### config.mk
export PLATFORM = sky130hd
export DESIGN_NAME = tsn_gate_sequencer
export DESIGN_NICKNAME = d
export VERILOG_FILES = /design/src/rtl/tgs_pkg.sv /design/src/rtl/tgs_fetch_ram.sv /design/src/rtl/tgs_link_watch.sv /design/src/rtl/tgs_seq_fsm.sv /design/src/rtl/tsn_gate_sequencer.sv
export SDC_FILE = /design/constraint.sdc
export NUM_CORES = 2
export LEC_CHECK = 0
export BUFFER_PORTS_ARGS = -buffer_cell sky130_fd_sc_hd__buf_4
export CAP_MARGIN = 20
export CORE_ASPECT_RATIO = 0.7
export CORE_MARGIN = 2
export CORE_UTILIZATION = 40
export CTS_CLUSTER_DIAMETER = 100
export DETAILED_ROUTE_END_ITERATION = 10
export PLACE_DENSITY = 0.57
export SLEW_MARGIN = 10
export SYNTH_ARGS = -nofsm -noshare
export SYNTH_HDL_FRONTEND = slang
export SYNTH_HIERARCHICAL = 1
export SYNTH_SLANG_ARGS = --single-unit
### constraint.sdc
create_clock -name clk -period 6.66 [get_ports clk]
set_input_delay 0.333 -clock clk [delete_from_list [all_inputs] [get_ports clk]]
set_output_delay 0.333 -clock clk [all_outputs]
set_load 0.01 [all_outputs]
### src/rtl/tgs_pkg.sv
package tgs_pkg;

    typedef enum logic [1:0] {
        ST_IDLE = 2'd0,
        ST_RUN  = 2'd1,
        ST_HOLD = 2'd2
    } seq_state_t;

endpackage

### src/rtl/tgs_fetch_ram.sv
module tgs_fetch_ram #(
    parameter int CMD_W = 22,
    parameter int DEPTH = 128,
    localparam int AW = $clog2(DEPTH)
) (
    input  logic             clk,
    input  logic             we,
    input  logic [AW-1:0]    waddr,
    input  logic [CMD_W-1:0] wdata,
    input  logic [AW-1:0]    raddr,
    output logic [CMD_W-1:0] rdata
);

    logic [CMD_W-1:0] mem [DEPTH];

    always_ff @(posedge clk) begin
        if (we) begin
            mem[waddr] <= wdata;
        end
    end

    // Combinational read, so the next command is available in the cycle it is needed.
    assign rdata = mem[raddr];

endmodule

### src/rtl/tgs_link_watch.sv
module tgs_link_watch #(
    parameter int LIMIT = 125_000_000,
    localparam int CW = $clog2(LIMIT + 1)
) (
    input  logic clk,
    input  logic rst_n,
    input  logic armed,
    input  logic link_up,
    output logic expire
);

    logic [CW-1:0] down_cnt;

    always_ff @(posedge clk or negedge rst_n) begin
        if (!rst_n) begin
            down_cnt <= '0;
        end else if (!armed || link_up) begin
            down_cnt <= '0;
        end else if (down_cnt != CW'(LIMIT)) begin
            down_cnt <= down_cnt + 1'b1;
        end
    end

    assign expire = armed && !link_up && (down_cnt == CW'(LIMIT));

    AST_LINK_CNT_BOUND: assert property (@(posedge clk) disable iff (!rst_n)
        down_cnt <= CW'(LIMIT));

    AST_LINK_UP_CLEARS: assert property (@(posedge clk) disable iff (!rst_n)
        link_up |=> !expire);

endmodule

### src/rtl/tgs_seq_fsm.sv
module tgs_seq_fsm
    import tgs_pkg::*;
#(
    parameter int CNT_W      = 14,
    parameter int MASK_W     = 8,
    parameter int HALF_DEPTH = 64,
    localparam int CMD_W = CNT_W + MASK_W,
    localparam int AW    = $clog2(2 * HALF_DEPTH),
    localparam int HAW   = AW - 1
) (
    input  logic             clk,
    input  logic             rst_n,
    input  logic             enable,
    input  logic             split_mode,
    input  logic             cycle_start,
    input  logic             swap_req,
    input  logic             purge,
    input  logic [CMD_W-1:0] rd_cmd,
    output logic [AW-1:0]    rd_addr,
    output logic [MASK_W-1:0] gate_mask,
    output logic             sched_active,
    output logic             oper_buf
);

    seq_state_t        state_q, state_d;
    logic [AW-1:0]     idx_q, idx_d;
    logic [CNT_W-1:0]  cnt_q, cnt_d;
    logic [MASK_W-1:0] mask_q, mask_d;
    logic              oper_q, oper_d;
    logic              pend_q, pend_d;

    logic [CNT_W-1:0]  cmd_cnt;
    logic [MASK_W-1:0] cmd_mask;
    logic              start_now, take_swap, rd_buf;
    logic [AW-1:0]     look_idx, last_idx;

    assign cmd_cnt  = rd_cmd[CMD_W-1:MASK_W];
    assign cmd_mask = rd_cmd[MASK_W-1:0];

    assign start_now = enable && cycle_start && !purge && (pend_q || state_q != ST_IDLE);
    assign take_swap = start_now && pend_q;
    assign last_idx  = split_mode ? AW'(HALF_DEPTH - 1) : AW'(2 * HALF_DEPTH - 1);

    // The read address is the first entry on a restart, otherwise the entry after the current one.
    always_comb begin
        look_idx = start_now ? '0 : AW'(idx_q + 1'b1);
        rd_buf   = take_swap ? ~oper_q : oper_q;
        rd_addr  = split_mode ? {rd_buf, look_idx[HAW-1:0]} : look_idx;
    end

    // Next state
    always_comb begin
        state_d = state_q;
        idx_d   = idx_q;
        cnt_d   = cnt_q;
        mask_d  = mask_q;
        oper_d  = oper_q;
        pend_d  = pend_q | swap_req;

        if (!enable || purge) begin
            state_d = ST_IDLE;
        end else if (start_now) begin
            if (take_swap) begin
                pend_d = swap_req;
                oper_d = split_mode ? ~oper_q : oper_q;
            end
            idx_d = '0;
            if (cmd_cnt == '0) begin
                state_d = ST_HOLD;
                mask_d  = '1;
            end else begin
                state_d = ST_RUN;
                mask_d  = cmd_mask;
                cnt_d   = cmd_cnt;
            end
        end else begin
            unique case (state_q)
                ST_IDLE: ;
                ST_RUN: begin
                    if (cnt_q == CNT_W'(1)) begin
                        if (idx_q == last_idx || cmd_cnt == '0) begin
                            state_d = ST_HOLD;
                        end else begin
                            idx_d  = AW'(idx_q + 1'b1);
                            cnt_d  = cmd_cnt;
                            mask_d = cmd_mask;
                        end
                    end else begin
                        cnt_d = cnt_q - 1'b1;
                    end
                end
                ST_HOLD: ;
                default: state_d = ST_IDLE;
            endcase
        end
    end

    // State register
    always_ff @(posedge clk or negedge rst_n) begin
        if (!rst_n) begin
            state_q <= ST_IDLE;
            idx_q   <= '0;
            cnt_q   <= '0;
            mask_q  <= '1;
            oper_q  <= 1'b0;
            pend_q  <= 1'b0;
        end else begin
            state_q <= state_d;
            idx_q   <= idx_d;
            cnt_q   <= cnt_d;
            mask_q  <= mask_d;
            oper_q  <= oper_d;
            pend_q  <= pend_d;
        end
    end

    // Outputs
    always_comb begin
        sched_active = (state_q != ST_IDLE);
        oper_buf     = oper_q;
        gate_mask    = (!enable || state_q == ST_IDLE) ? '1 : mask_q;
    end

    AST_SWAP_AT_BOUNDARY: assert property (@(posedge clk) disable iff (!rst_n)
        !$stable(oper_q) |-> $past(cycle_start));

    AST_RUN_COUNT_LIVE: assert property (@(posedge clk) disable iff (!rst_n)
        (state_q == ST_RUN) |-> (cnt_q != '0));

    AST_HOLD_MASK_STABLE: assert property (@(posedge clk) disable iff (!rst_n)
        (state_q == ST_HOLD && $past(state_q) == ST_HOLD && !$past(cycle_start))
        |-> $stable(mask_q));

    AST_PURGE_TO_IDLE: assert property (@(posedge clk) disable iff (!rst_n)
        purge |=> (state_q == ST_IDLE));

    AST_DISABLE_TO_IDLE: assert property (@(posedge clk) disable iff (!rst_n)
        !enable |=> !sched_active);

endmodule

### src/rtl/tsn_gate_sequencer.sv
module tsn_gate_sequencer #(
    parameter int CNT_W      = 14,
    parameter int MASK_W     = 8,
    parameter int HALF_DEPTH = 64,
    parameter int LINK_LIMIT = 125_000_000,
    localparam int CMD_W = CNT_W + MASK_W,
    localparam int DEPTH = 2 * HALF_DEPTH,
    localparam int AW    = $clog2(DEPTH)
) (
    input  logic              clk,
    input  logic              rst_n,
    input  logic              enable,
    input  logic              split_mode,
    input  logic              cycle_start,
    input  logic              swap_req,
    input  logic              link_up,
    input  logic              wr_en,
    input  logic [AW-1:0]     wr_addr,
    input  logic [CMD_W-1:0]  wr_data,
    output logic [MASK_W-1:0] gate_mask,
    output logic              sched_active,
    output logic              oper_buf
);

    logic [AW-1:0]    waddr, raddr;
    logic [CMD_W-1:0] rd_cmd;
    logic             purge;

    // In split mode the host always lands in the half that is not running.
    assign waddr = split_mode ? {~oper_buf, wr_addr[AW-2:0]} : wr_addr;

    tgs_fetch_ram #(
        .CMD_W (CMD_W),
        .DEPTH (DEPTH)
    ) u_ram (
        .clk   (clk),
        .we    (wr_en),
        .waddr (waddr),
        .wdata (wr_data),
        .raddr (raddr),
        .rdata (rd_cmd)
    );

    tgs_link_watch #(
        .LIMIT (LINK_LIMIT)
    ) u_watch (
        .clk     (clk),
        .rst_n   (rst_n),
        .armed   (sched_active),
        .link_up (link_up),
        .expire  (purge)
    );

    tgs_seq_fsm #(
        .CNT_W      (CNT_W),
        .MASK_W     (MASK_W),
        .HALF_DEPTH (HALF_DEPTH)
    ) u_fsm (
        .clk          (clk),
        .rst_n        (rst_n),
        .enable       (enable),
        .split_mode   (split_mode),
        .cycle_start  (cycle_start),
        .swap_req     (swap_req),
        .purge        (purge),
        .rd_cmd       (rd_cmd),
        .rd_addr      (raddr),
        .gate_mask    (gate_mask),
        .sched_active (sched_active),
        .oper_buf     (oper_buf)
    );

endmodule

# Yosys cells after proc, flatten, opt, wreduce, memory -nomap -nowiden
# Memories as Yosys holds them, arrays and structs flattened.
# Cells that the tools add are included.
# op_classes
bitwise_logic	3
n_addsub	3
n_mux	33
eq_ne	12
reduce_logical	26
# op_table
cell	n
$mux 14	5
$mux 7	8
$mux 27	2
$mux 8	6
$add 27x1->27 const B	1
$eq 27x27->1 const B	1
$ne 27x27->1 const B	1
$eq 14x1->1 const B	1
$logic_not 14->1	1
$sub 14x1->14 const B	1
$reduce_and 4->1	3
$mux 2	5
$ne 4x1->1 const B	2
$reduce_bool 2->1	4
$add 7x1->7 const B	1
$eq 7x7->1	1
$logic_and 1x1->1	6
$mux 1	6
$logic_or 1x1->1	5
$logic_not 1->1	4
$pmux 2 s2	1
$ne 3x1->1 const B	1
$ne 3x2->1 const B	1
$reduce_and 3->1	1
other kinds (8)	9
# totals
elab_cells	85
ramBits	2816
output_inout_bits	10
input_bits	37
regBits	60
memories	1
# mem_list
memory	depth	word_bits	read_ports	rd_ports_with_merged_regs	write_ports	line	rtl
u_ram.mem	128	22	1	0	1	tgs_fetch_ram.sv:14	logic [CMD_W-1:0] mem [DEPTH];

# Longest topological paths before layout
# An unclocked memory read counts as a cell.
# depth
ltp_word	17
mapped_depth	25
mapped_depth_nobuf	18

# By module
# The synthesis kept the hierarchy.
# modules_own_cells
mod	seq_area_each_um2	n_inst	cells_each	area_each_um2
tgs_fetch_ram	84561.1	1	4153	107222.8
tgs_seq_fsm	835.8	1	233	2135.8
tgs_link_watch	675.6	1	153	1462.7
tsn_gate_sequencer	0.0	1	2	13.8

# Worst setup path before layout
# Ideal clock, no wire load.
# synth_path
path_type	reg-to-reg
from	reg u_fsm.state_q[1]
to	reg u_fsm.idx_q[4]
required_time_ps	6535
path_buffers	9
setup_time_ps	125
slack_ps	597
path_stages_with_launch	25
period_less_slack_ps	6063
arrival_time_ps	5938
cell_sequence	dfrtp_1 > or2_2 > clkbuf_1 > nand2b_1 > clkbuf_1 > nor3_1 > nor2b_1 > clkbuf_1 > o211a_1 > buf_2 > nor2_1 > buf_4 > clkbuf_1 > buf_1 > mux4_2 > mux4_2 > mux4_2 > mux2_2 > nor4_1 > nand4_1 > a21oi_1 > or3_1 > buf_2 > buf_6 > mux2_4
# synth_via
elab_cells_between_ends	22
classes_between	2 x eq/ne; 4 x mux; 1 x bitwise; 14 x reduce/logical; 1 x memory
# synth_lines
element	line	rtl
start, declared	tgs_seq_fsm.sv:25	seq_state_t state_q, state_d;
start signal, assigned	tgs_seq_fsm.sv:108	state_q <= state_d;
$reduce_bool 2->1	tgs_seq_fsm.sv:119	sched_active = (state_q != ST_IDLE);
named net sched_active	tsn_gate_sequencer.sv:21	output logic sched_active,
$logic_and 1x1->1 (2 in a row)	tgs_link_watch.sv:24	assign expire = armed && !link_up && (down_cnt == CW'(LIMIT));
named net purge	tsn_gate_sequencer.sv:27	logic purge;
$logic_not 1->1	tgs_seq_fsm.sv:40	assign start_now = enable && cycle_start && !purge && (pend_q || state_q != ST_IDLE);
$logic_and 1x1->1 (2 in a row)	tgs_seq_fsm.sv:40	
$mux 7	tgs_seq_fsm.sv:46	look_idx = start_now ? '0 : AW'(idx_q + 1'b1);
named net u_fsm.look_idx[0]	tgs_seq_fsm.sv:35	logic [AW-1:0] look_idx, last_idx;
$mux 7	tgs_seq_fsm.sv:48	rd_addr = split_mode ? {rd_buf, look_idx[HAW-1:0]} : look_idx;
named net raddr[0]	tsn_gate_sequencer.sv:25	logic [AW-1:0] waddr, raddr;
$mem_v2 128x22	n/a	
named net rd_cmd[16]	tsn_gate_sequencer.sv:26	logic [CMD_W-1:0] rd_cmd;
$logic_not 14->1	tgs_seq_fsm.sv:81	if (idx_q == last_idx || cmd_cnt == '0) begin
$logic_or 1x1->1	tgs_seq_fsm.sv:81	
$ne 2x1->1 (no line)	n/a	
$reduce_and 4->1 (no line)	n/a	
end signal, assigned	tgs_seq_fsm.sv:109	idx_q <= idx_d;
end, declared	tgs_seq_fsm.sv:26	logic [AW-1:0] idx_q, idx_d;
# The timed path passes the listed nets, and every way through them passes these cells.
# A chain may end at the register's enable or synchronous reset.

# Final worst setup path
# layout_path
from	reg u_watch.down_cnt[11]
to	reg u_fsm.cnt_q[7]
# layout_via
elab_cells_between_ends	23
classes_between	3 x eq/ne; 8 x mux; 1 x bitwise; 10 x reduce/logical; 1 x memory
# layout_lines
element	line	rtl
start, declared	tgs_link_watch.sv:12	logic [CW-1:0] down_cnt;
start signal, assigned	tgs_link_watch.sv:20	down_cnt <= down_cnt + 1'b1;
$eq 27x27->1 (*)	tgs_link_watch.sv:24	
$logic_and 1x1->1 (*)	tgs_link_watch.sv:24	
named net purge	tsn_gate_sequencer.sv:27	
$logic_not 1->1 (*)	tgs_seq_fsm.sv:40	
$logic_and 1x1->1 (*) (2 in a row)	tgs_seq_fsm.sv:40	
$mux 7 (*)	tgs_seq_fsm.sv:46	
$mux 7 (*)	tgs_seq_fsm.sv:48	
named net raddr[0]	tsn_gate_sequencer.sv:25	
$mem_v2 128x22 (*)	n/a	
named net rd_cmd[18]	tsn_gate_sequencer.sv:26	
$logic_not 14->1 (*)	tgs_seq_fsm.sv:68, tgs_seq_fsm.sv:81	
$logic_or 1x1->1	tgs_seq_fsm.sv:81	
$ne 3x2->1 (no line)	n/a	
$reduce_and 4->1 (no line) (*)	n/a	
end signal, assigned	tgs_seq_fsm.sv:110	cnt_q <= cnt_d;
end, declared	tgs_seq_fsm.sv:27	logic [CNT_W-1:0] cnt_q, cnt_d;
# Mark *: on every way through the listed nets, which the timed path passes. The rest lies on a longest branch. The select of a mux whose other input is x is not followed.

==> flow_metrics.tcl <==
set metrics [dict create \
    outcome "finished clean" \
    r2r_end "u_fsm/cnt_q[7]" \
    synthesis.area_um2 111000 \
    vias 52500 \
    drc_errors 0 \
    reg2regPathDepth 19 \
    synthCells 4541 \
    synthSimpleGateAreaFrac_pct 1.54 \
    synth_seq_cells 2876 \
    fin_crit_ns 6.40 \
    end_kind "flop" \
    clock_path_buffers 4 \
    rsz0062_at_grt "true" \
    drt_iter0_markers 7706 \
    clk_latency_ns 0.86 \
    cp_max_fo 13 \
    start_util_pct 40.2 \
    fp.dieH_um 444 \
    synth_xor_xnor_area_share_pct 0.190 \
    setup_ws_ns 0.261 \
    synthMuxAreaShare_pct 19.1 \
    via_per_inst 5.95 \
    hold_viol 0 \
    grt_pass1_wl_mm 411 \
    regToRegStartpoint "u_watch/down_cnt[11]" \
    portBuffers 46 \
    yosys.area.top_type "edfxtp_1" \
    ys.flop_type "edfxtp_1" \
    relSlewSlack_pct 22.9 \
    htree_num_levels 5 \
    cts.sinks 2876 \
    synth_top_area_share_pct 76.3 \
    start_kind "flop" \
    rows 161 \
    finalSetupViolCount 0 \
    fin_crit_sh_pct 96.1 \
    pre_cts_ws_ns -0.119 \
    path_clk_slew_ns 0.06 \
    finalSetupTns_ns 0 \
    ioPinCount 47 \
    synth_top_family_by_area "multiplexers" \
    synth_compound_area_share_pct 0.431 \
    cts-buffers-inserted 275 \
    max-vdd-ir-drop_uv 237 \
    synth_edf_count 2816 \
    crit_start "u_watch/down_cnt[11]" \
    grt_overflow 0 \
    ant_nets 0 \
    yosys.area_share.adder_pct 0.0564 \
    hpwl_mm 172 \
    place.gp.congestion 0.847 \
    cts_tree "built" \
    drv_slew 0 \
    yosysWarnings 6 \
    wl_per_cell_um 33.5 \
    leakagePower_nw 38.7 \
    crit_type "reg -> reg" \
    async_reset_ff_share_pct 2.09 \
    reg2reg_slack_ns 0.26 \
    powerDensity_nw_per_um2 387 \
    fin_skew_ns 0.0685 \
    cp.required_ns 7.39 \
    synth_cell_type_count 59 \
    synthTopCellsByArea "edfxtp_1 76%, mux4_2 19%, dfrtp_1 1.2%" \
    crit_end "u_fsm/cnt_q[7]" \
    tightest_slew_ns 1.16 \
    layout.nets 4987 \
    holdWs_ns 0.0421 \
    drtPass1Iterations 5 \
    area_delta_synth_final_pct 14.7 \
    drive_gt1_share_pct 35.6 \
    max_freq_mhz 156 \
    hp-class "in -> reg" \
    coreArea_um2 275000 \
    grt_max_degree 116 \
    synth_area_per_cell_um2 24.4 \
    die_area_um2 281000 \
    die_w_um 633 \
    fill_cells 22400 \
    cts_root_buf "clkbuf_16" \
    grt_pass1_vias 51500 \
    totalWireLength_mm 295 \
    maxCapViolCount 0 \
    power_mw 49.3 \
    crit_arrival_ns 7.13 \
    syn_nets 4583 \
    grt_util_all_layers_pct 21.0 \
    antenna_found_initial 38 \
    yosysSeqAreaShare_pct 77.7 \
]
==> Yosys cell counts, types with 3 or more instances <==
cell and instances:
edfxtp_1 2816, mux4_2 924, nor2_1 166, clkbuf_1 142, buf_2 63, dfrtp_1 52
nand2_1 37, nand3_1 37, buf_1 27, mux2_2 27, nor3_1 19, inv_1 18
o21ai_0 18, or3_1 16, a21oi_1 14, xor2_1 13, nand4_1 12, xnor2_1 11
nor2b_1 10, o221a_2 10, mux2i_1 9, nor4_1 9, and3_1 8, buf_4 8
dfstp_2 8, nand2b_1 6, ha_1 5, a21o_1 4, o21ai_1 4, and2_1 3
o211ai_1 3, o31ai_1 3, or4_4 3
==> cell usage in the layout, fill, tap and decap left out, types with 43 or more instances in the layout <==
cell type,instances
nor2_2,96
buf_12,48
edfxtp_1,2816
nor2_1,43
buf_4,293
clkinv_1,53
mux4_2,924
dfrtp_1,52
clkbuf_1,56
clkbuf_16,284
==> registers in the layout, summed over array words and instances (netlist names) <==
signal and cells:
u_ram/mem 2816, u_watch/down_cnt 27, u_fsm/idx_q 7, u_fsm/cnt_q 14
u_fsm/pend_q 1, u_fsm/mask_q 8, u_fsm/oper_buf 1, u_fsm/state_q 2
==> what timing repair did <==
item	CTS	global route
hold endpoints to repair	278	0
hold buffers	16	0
setup endpoints to repair	13	25
setup buffers	0	0
pin swaps	0	1
cloned	0	0
gates resized for setup	1	3
==> how the worst min path moves through the flow <==
stage | slack [ns] | cells past startpoint | start | to
floorplan | 0.04 | 0 | rst_n | u_fsm/cnt_q[0]
global placement | 0.49 | 1 | rst_n | u_watch/down_cnt[21]
detailed placement | 0.50 | 1 | rst_n | u_watch/down_cnt[21]
CTS | 0.02 | 1 | wr_data[9] | u_ram/mem[12][9]
global route | 0.04 | 1 | wr_data[9] | u_ram/mem[12][9]
finish | 0.04 | 1 | wr_data[9] | u_ram/mem[13][9]
==> power by group <==
| part | switching [mW] | total (mW) | internal (mW) |
|---|---|---|---|
| Sequential | 0.0806 | 20.1 | 20.0 |
| Combinational | 7.46 | 13.9 | 6.41 |
| Clock | 6.58 | 15.3 | 8.74 |
==> cells by family (layout without fill, tap and decap cells) <==
logic type      Yosys count  in the layout
flops                  2876           2876
mux                     961            961
simple gates            348            348
buf+inv                 259            853
compound gates           68             68
xor+xnor                 24             24
fa+ha+maj                 5              5
other cells               0              8
==> stage by stage <==
| step | instance area, µm² | cells | utilization (%) |
|---|---|---|---|
| floorplan | 111000 | 4541 | - |
| global placement | 118000 | 8308 | 42.9 |
| detailed placement | 118000 | 8313 | 42.9 |
| CTS | 127000 | 8796 | 46.1 |
| global route | 127000 | 8803 | 46.2 |
| finish | 127000 | 8810 | 46.2 |
==> critical path, stage by stage, from the launching register on <==
cell and delay (ns):
dfrtp_1 0.42, nand4_1 0.21, or4_4 0.61, nor3_2 0.26
nor2b_1 0.15, o211a_1 0.24, nor2_4 0.18, buf_12 0.21
buf_12 0.20, buf_4 0.23, mux4_2 0.51, mux4_2 0.60
mux4_2 0.58, mux2_2 0.32, nor4_2 0.33, nand4_1 0.26
o21ai_1 0.17, a21o_1 0.18, inv_1 0.22, o221a_2 0.35
==> cell type report <==
type / instances / area (µm²) / share of cell area, %
Clock inverter: 126 / 1260 / 0.995
Multi-Input combinational cell: 1406 / 24200 / 19.0
Antenna cell: 8 / 20.0 / 0.0157
Inverter: 18 / 67.6 / 0.0531
Clock buffer: 341 / 7330 / 5.76
Timing Repair Buffer: 368 / 3620 / 2.85
Sequential cell: 2876 / 86100 / 67.7
Tap cell: 3667 / 4590 / 3.61
==> per-layer routing <==
metal / track usage (%) / share of wire [%] / up-vias
met5: 0 / 0.0068 / -
met4: 3.71 / 1.6 / 2
met3: 5.22 / 11 / 322
met2: 29.7 / 43 / 2657
met1: 33.1 / 44 / 29000
li1: - / - / 20500
Power figures use the tool's default switching activity.
